### src/rtl/dram_init_pkg.sv
package dram_init_pkg;

  localparam int LOCK_W  = 10;
  localparam int FORCE_W = 8;

  typedef enum logic [3:0] {
    S_IDLE,
    S_DLL_EN,
    S_DLL_GO,
    S_LOCK,
    S_FORCE,
    S_DLL_OFF,
    S_PWR,
    S_NOP,
    S_MRS,
    S_MRS_WT,
    S_MRR,
    S_MRR_WT,
    S_REF,
    S_DONE,
    S_RUN,
    S_ERR
  } seq_st_e;

  // wait length in clock cycles for a delay given in microseconds
  function automatic int unsigned us_to_cycles(int unsigned us, int unsigned mhz);
    return us * mhz;
  endfunction

  // frozen delay taken from the upper bits of the lock value
  function automatic logic [FORCE_W-1:0] force_slice(logic [LOCK_W-1:0] v);
    return v[LOCK_W-1:LOCK_W-FORCE_W];
  endfunction

endpackage

### src/rtl/dram_init_timer.sv
module dram_init_timer #(
  parameter int unsigned INIT_CYC   = 16,
  parameter int unsigned RELOAD_CYC = 4
) (
  input  logic clk,
  input  logic rst_n,
  input  logic load_i,
  output logic expired_o
);

  localparam int unsigned MAXV = (INIT_CYC > RELOAD_CYC) ? INIT_CYC : RELOAD_CYC;
  localparam int CW = $clog2(MAXV + 1);

  logic [CW-1:0] cnt_q;

  // starts at the power-up interval on reset; reloads with the settle interval
  always_ff @(posedge clk or negedge rst_n) begin
    if (!rst_n) begin
      cnt_q <= CW'(INIT_CYC);
    end else if (load_i) begin
      cnt_q <= CW'(RELOAD_CYC);
    end else if (cnt_q != '0) begin
      cnt_q <= cnt_q - CW'(1);
    end
  end

  assign expired_o = (cnt_q == '0);

endmodule

### src/rtl/dram_init_wdog.sv
module dram_init_wdog #(
  parameter int unsigned LIMIT_A = 64,
  parameter int unsigned LIMIT_B = 64
) (
  input  logic clk,
  input  logic rst_n,
  input  logic run_i,
  input  logic sel_a_i,
  output logic tmo_o
);

  localparam int unsigned MAXV = (LIMIT_A > LIMIT_B) ? LIMIT_A : LIMIT_B;
  localparam int CW = $clog2(MAXV + 1);

  logic [CW-1:0] cnt_q;
  logic [CW-1:0] limit;

  assign limit = sel_a_i ? CW'(LIMIT_A) : CW'(LIMIT_B);
  assign tmo_o = run_i && (cnt_q >= limit);

  always_ff @(posedge clk or negedge rst_n) begin
    if (!rst_n) begin
      cnt_q <= '0;
    end else if (!run_i) begin
      cnt_q <= '0;
    end else if (cnt_q < limit) begin
      cnt_q <= cnt_q + CW'(1);
    end
  end

endmodule

### src/rtl/dram_init_seq.sv
module dram_init_seq
  import dram_init_pkg::*;
#(
  parameter int unsigned CLK_MHZ  = 400,
  parameter int unsigned PWRUP_US = 200,
  parameter int unsigned MRS_US   = 1,
  parameter int unsigned LOCK_TMO = 4096,
  parameter int unsigned POLL_TMO = 4096
) (
  input  logic               clk,
  input  logic               rst_n,
  input  logic               start_i,
  input  logic               dll_locked_i,
  input  logic [LOCK_W-1:0]  dll_lock_val_i,
  input  logic               dll_off_mode_i,
  input  logic               two_chip_i,
  input  logic               mrr_valid_i,
  input  logic               mrr_dai_i,
  output logic               cmd_nop_o,
  output logic               cmd_mrs_o,
  output logic               cmd_mrr_o,
  output logic               cs_o,
  output logic               cke_o,
  output logic               dll_en_o,
  output logic               dll_start_o,
  output logic [FORCE_W-1:0] dll_force_o,
  output logic               ref_en_o,
  output logic               pd_en_o,
  output logic               done_o,
  output logic               err_o
);

  localparam int unsigned PWRUP_CYC = us_to_cycles(PWRUP_US, CLK_MHZ);
  localparam int unsigned MRS_CYC   = us_to_cycles(MRS_US, CLK_MHZ);

  seq_st_e st_q, st_d;
  logic chip_q, two_q, off_q;
  logic cke_q, dll_en_q, dll_go_q, ref_q, pd_q;
  logic [FORCE_W-1:0] force_q;

  // named internal events
  logic wait_done;
  logic tmo;
  logic wd_run;
  logic force_ld_ev;
  logic chip_done_ev;
  logic last_chip;

  assign force_ld_ev  = (st_q == S_FORCE);
  assign chip_done_ev = (st_q == S_MRR_WT) && mrr_valid_i && mrr_dai_i;
  assign last_chip    = !two_q || chip_q;
  assign wd_run       = (st_q == S_LOCK) || (st_q == S_MRR) || (st_q == S_MRR_WT);

  dram_init_timer #(
    .INIT_CYC  (PWRUP_CYC),
    .RELOAD_CYC(MRS_CYC)
  ) u_timer (
    .clk      (clk),
    .rst_n    (rst_n),
    .load_i   (st_q == S_MRS),
    .expired_o(wait_done)
  );

  dram_init_wdog #(
    .LIMIT_A(LOCK_TMO),
    .LIMIT_B(POLL_TMO)
  ) u_wdog (
    .clk    (clk),
    .rst_n  (rst_n),
    .run_i  (wd_run),
    .sel_a_i(st_q == S_LOCK),
    .tmo_o  (tmo)
  );

  always_comb begin
    st_d = st_q;
    unique case (st_q)
      S_IDLE:    if (start_i) st_d = S_DLL_EN;
      S_DLL_EN:  st_d = S_DLL_GO;
      S_DLL_GO:  st_d = S_LOCK;
      S_LOCK: begin
        if (dll_locked_i) st_d = off_q ? S_FORCE : S_PWR;
        else if (tmo)     st_d = S_ERR;
      end
      S_FORCE:   st_d = S_DLL_OFF;
      S_DLL_OFF: st_d = S_PWR;
      S_PWR:     if (wait_done) st_d = S_NOP;
      S_NOP:     st_d = S_MRS;
      S_MRS:     st_d = S_MRS_WT;
      S_MRS_WT:  if (wait_done) st_d = S_MRR;
      S_MRR:     st_d = S_MRR_WT;
      S_MRR_WT: begin
        if (chip_done_ev)     st_d = last_chip ? S_REF : S_NOP;
        else if (mrr_valid_i) st_d = S_MRR;
        else if (tmo)         st_d = S_ERR;
      end
      S_REF:     st_d = S_DONE;
      S_DONE:    st_d = S_RUN;
      S_RUN:     st_d = S_RUN;
      S_ERR:     st_d = S_ERR;
      default:   st_d = S_ERR;
    endcase
  end

  always_ff @(posedge clk or negedge rst_n) begin
    if (!rst_n) begin
      st_q     <= S_IDLE;
      chip_q   <= 1'b0;
      two_q    <= 1'b0;
      off_q    <= 1'b0;
      cke_q    <= 1'b0;
      dll_en_q <= 1'b0;
      dll_go_q <= 1'b0;
      ref_q    <= 1'b0;
      pd_q     <= 1'b0;
      force_q  <= '0;
    end else begin
      st_q <= st_d;
      if (st_q == S_IDLE && start_i) begin
        two_q    <= two_chip_i;
        off_q    <= dll_off_mode_i;
        dll_en_q <= 1'b1;
      end
      if (st_q == S_DLL_EN) dll_go_q <= 1'b1;
      if (st_q == S_LOCK && dll_locked_i && off_q) force_q <= force_slice(dll_lock_val_i);
      if (st_q == S_FORCE) dll_en_q <= 1'b0;
      if (st_q == S_NOP) cke_q <= 1'b1;
      if (chip_done_ev && !last_chip) chip_q <= 1'b1;
      if (st_q == S_REF) ref_q <= 1'b1;
      if (st_q == S_DONE) pd_q <= 1'b1;
    end
  end

  assign cmd_nop_o   = (st_q == S_NOP);
  assign cmd_mrs_o   = (st_q == S_MRS);
  assign cmd_mrr_o   = (st_q == S_MRR);
  assign cs_o        = chip_q;
  assign cke_o       = cke_q;
  assign dll_en_o    = dll_en_q;
  assign dll_start_o = dll_go_q;
  assign dll_force_o = force_q;
  assign ref_en_o    = ref_q;
  assign pd_en_o     = pd_q;
  assign done_o      = (st_q == S_DONE);
  assign err_o       = (st_q == S_ERR);

endmodule

### config.mk
export PLATFORM = sky130hd
export DESIGN_NAME = dram_init_seq
export DESIGN_NICKNAME = d
export VERILOG_FILES = /design/src/rtl/dram_init_pkg.sv /design/src/rtl/dram_init_timer.sv /design/src/rtl/dram_init_wdog.sv /design/src/rtl/dram_init_seq.sv
export SDC_FILE = /design/constraint.sdc
export NUM_CORES = 1
export LEC_CHECK = 0
export BUFFER_PORTS_ARGS = -buffer_cell sky130_fd_sc_hd__buf_2
export CORE_MARGIN = 10
export CORE_UTILIZATION = 62
export DETAILED_ROUTE_END_ITERATION = 8
export PLACE_DENSITY_LB_ADDON = 0.08
export SETUP_SLACK_MARGIN = 0.15
export SLEW_MARGIN = 20
export SYNTH_ARGS = -nofsm -noshare
export SYNTH_HDL_FRONTEND = slang
export SYNTH_HIERARCHICAL = 1
export SYNTH_SLANG_ARGS = --single-unit
### constraint.sdc
create_clock -name clk -period 4.72 [get_ports clk]
set_input_delay 0.944 -clock clk [delete_from_list [all_inputs] [get_ports clk]]
set_output_delay 0.944 -clock clk [all_outputs]
set_load 0.01 [all_outputs]
==> reports/metrics.csv <==
metric,value,unit
finalWirelength,5380,um
final_cell_area,2980,um^2
dieArea,7430,um^2
synth_edf_count,0,
drtPass1Iterations,4,
yosysWarnings,6,
synthArstFlopShare,100,%
post-cts-setup-buffers,0,
avgSynthCellArea,10.3,um^2
dp_hpwl,3900,um
grt_usage,14.6,%
synth_nets,285,
crit_chain,or3_1 > nor3_1 > and2_1 > nor3b_1 > a21oi_1 > o22ai_1 > o41a_1,
yosys.cell_count.top_type,dfrtp_1,
peakVddDrop,0.000295,V
dp_cells,340,
cts.sinks,50,
cp_data_required_time,4.89,ns
vias,2098,
numPortBuffers,34,
skew,0.00383,ns
ys_ff_latch,50,
io_pins,37,
wl_per_cell,15.4,um
gp_congestion,0.765,
setup_viol,0,
p_per_area,469,nW/um^2
path_buf_inv,0,
worstSetupStartpointType,register,
finalCriticalPeriod,2.86,ns
synth_top_area_share,41.4,%
ys.flop_type,dfrtp_1,
slew_viol_final,0,
criticalPathCategory,register to register,
grt_overflow,0,
holdBufCountCts,0,
grt_pass1_wl,9070,um
maxCapViolCount,0,
cp-end-kind,register,
tightestPinTransition,1.03,ns
antenna_found_initial,0,
drcViolationCount,0,
synth_area_leaders,"dfrtp_1 41%, dfstp_2 4.8%, a21oi_1 4.6%, mux2_4 4.4%, mux2_2 2.9%",
finalHoldViolCount,0,
path_clk_slew,0.08,ns
syn_area,2720,um^2
place_area,2890,um^2
drive_gt1_share,28.0,%
min_period_over_period,60.5,%
cp_max_fo,11,
final_cell_count_no_fill,348,
fillCellCount,331,
synth.largest_area_cell,dfrtp_1,
viasPerCell,6.03,
syn_to_final_growth,9.71,%
rsz0062_at_grt,false,
clk_latency,0.29,ns
core,4290,um^2
p_leak,1.32,nW
crit_family,simple AND/OR/NAND/NOR gates,
grt_pass1_vias,1973,
critPathMaxStageDelay,0.80,ns
die_h,86.2,um
slowest_stage,nor3_1,
ctsResizeCount,0,
htree_levels,2,
start_util,63.3,%
grt_max_degree,51,
fin_nets,315,
min_path_type,register to register,
fin_tns_setup,0,ns
drtIter0Drc,101,
crit_arrival,3.03,ns
synth_common_cells,"45 x dfrtp_1, 25 x a21oi_1, 16 x nor2_1, 11 x nand2_1, 10 x nor3_1",
antenna_left,0,
cts_max_path_buffers,2,
cts_tree,built,
die_w,86.2,um
synth_cell_types,64,
cts-root-buf,clkbuf_8,
cts_inserted_buffers,5,
status,"complete, no violations",
syn_inst,265,
antenna_cells_inserted,0,
rows,24,
slew_headroom,31.1,%
yosysSeqAreaShare,46.3,%
fmax,350,MHz
==> flip-flops by register name, summed over array words and instances, names as in the netlist <==
| register | cells |
|---|---|
| cke_o | 1 |
| cs_o | 1 |
| dll_en_o | 1 |
| dll_force_o | 8 |
| dll_start_o | 1 |
| off_q | 1 |
| pd_en_o | 1 |
| ref_en_o | 1 |
| st_q | 4 |
| two_q | 1 |
| u_timer/cnt_q | 17 |
| u_wdog/cnt_q | 13 |
==> worst paths after layout <==
kind / end / cells after the start / slack [ns] / from
worst max-delay path: st_q[0] / 7 / 1.86 / u_timer/cnt_q[5]
worst min-delay path: cke_o / 1 / 0.46 / cke_o
worst max register to register: st_q[0] / 7 / 1.86 / u_timer/cnt_q[5]
worst min register to register: cke_o / 1 / 0.46 / cke_o
max in group asynchronous: dll_force_o[5] / 2 / 3.56 / rst_n
min in group asynchronous: u_wdog/cnt_q[0] / 2 / 0.74 / rst_n
==> placed cells by master, fill, tap and decap left out, types with 3 or more instances in the layout <==
cell	instances
mux2_2	7
dfrtp_1	45
nor2_1	16
buf_2	34
o21ai_0	6
or4_1	9
clkbuf_8	6
a21oi_1	25
nor3_1	9
o31ai_1	7
nor3b_1	4
or3_2	3
inv_1	7
dfstp_2	5
nand3_1	8
mux2_4	8
buf_4	4
mux2i_1	7
or3_1	7
nand2b_1	6
nor4_1	6
nand2_1	11
nor2b_1	8
==> metal layers <==
layer  routed length [um]  global-route usage [%]  vias to the layer above
li1                     -                       -                     1029
met1                 2340                    17.9                     1008
met2                 2640                    24.5                       56
met3                  332                    3.56                        5
met4                   61                    4.42                        0
met5                    0                       0                        -
==> through the flow <==
stage          setup slack (ns)  total power, mW  utilization, %  hold slack (ns)
2_1_floorplan              1.90             1.02               -            0.461
3_3_place_gp               1.92             1.14            67.3            0.442
3_5_place_dp               1.85             1.16            67.3            0.450
4_1_cts                    1.84             1.41            69.4            0.470
5_1_grt                    1.65             1.51            69.4            0.490
6_report                   1.86             1.40            69.4            0.462
==> kinds of logic after synthesis <==
family / after synthesis / synth area share [%]
and+or+nand+nor: 108 / 24.1
AOI/OAI and AO/OA: 58 / 13.4
DFF: 50 / 46.3
buffers and inverters: 23 / 4.70
muxes: 22 / 9.90
xor gates and xnor gates: 2 / 0.645
adders and majority gates: 2 / 0.921
==> worst reg2reg max path, delay by kind of cell (launching register included) <==
family | cells | cell delay (ns)
flip-flops | 1 | 0.41
AND/OR/NAND/NOR | 4 | 1.66
AO/OA/AOI/OAI | 3 | 0.66
==> final cells by class <==
type	count	area (um^2)	share of cell area (%)
Timing Repair Buffer	38	200	6.71
Clock buffer	7	86.3	2.90
Inverter	8	30.0	1.01
Sequential cell	50	1260	42.2
Multi-Input combinational cell	192	1340	44.9
Clock inverter	1	5.00	0.168
Tap cell	52	65.1	2.18
==> report_power, final <==
part / switching (mW) / internal (mW) / leakage (nW)
Clock: 0.130 / 0.118 / 0.0482
Combinational: 0.257 / 0.229 / 0.650
Sequential: 0.127 / 0.537 / 0.627
Power figures use the tool's default switching activity.
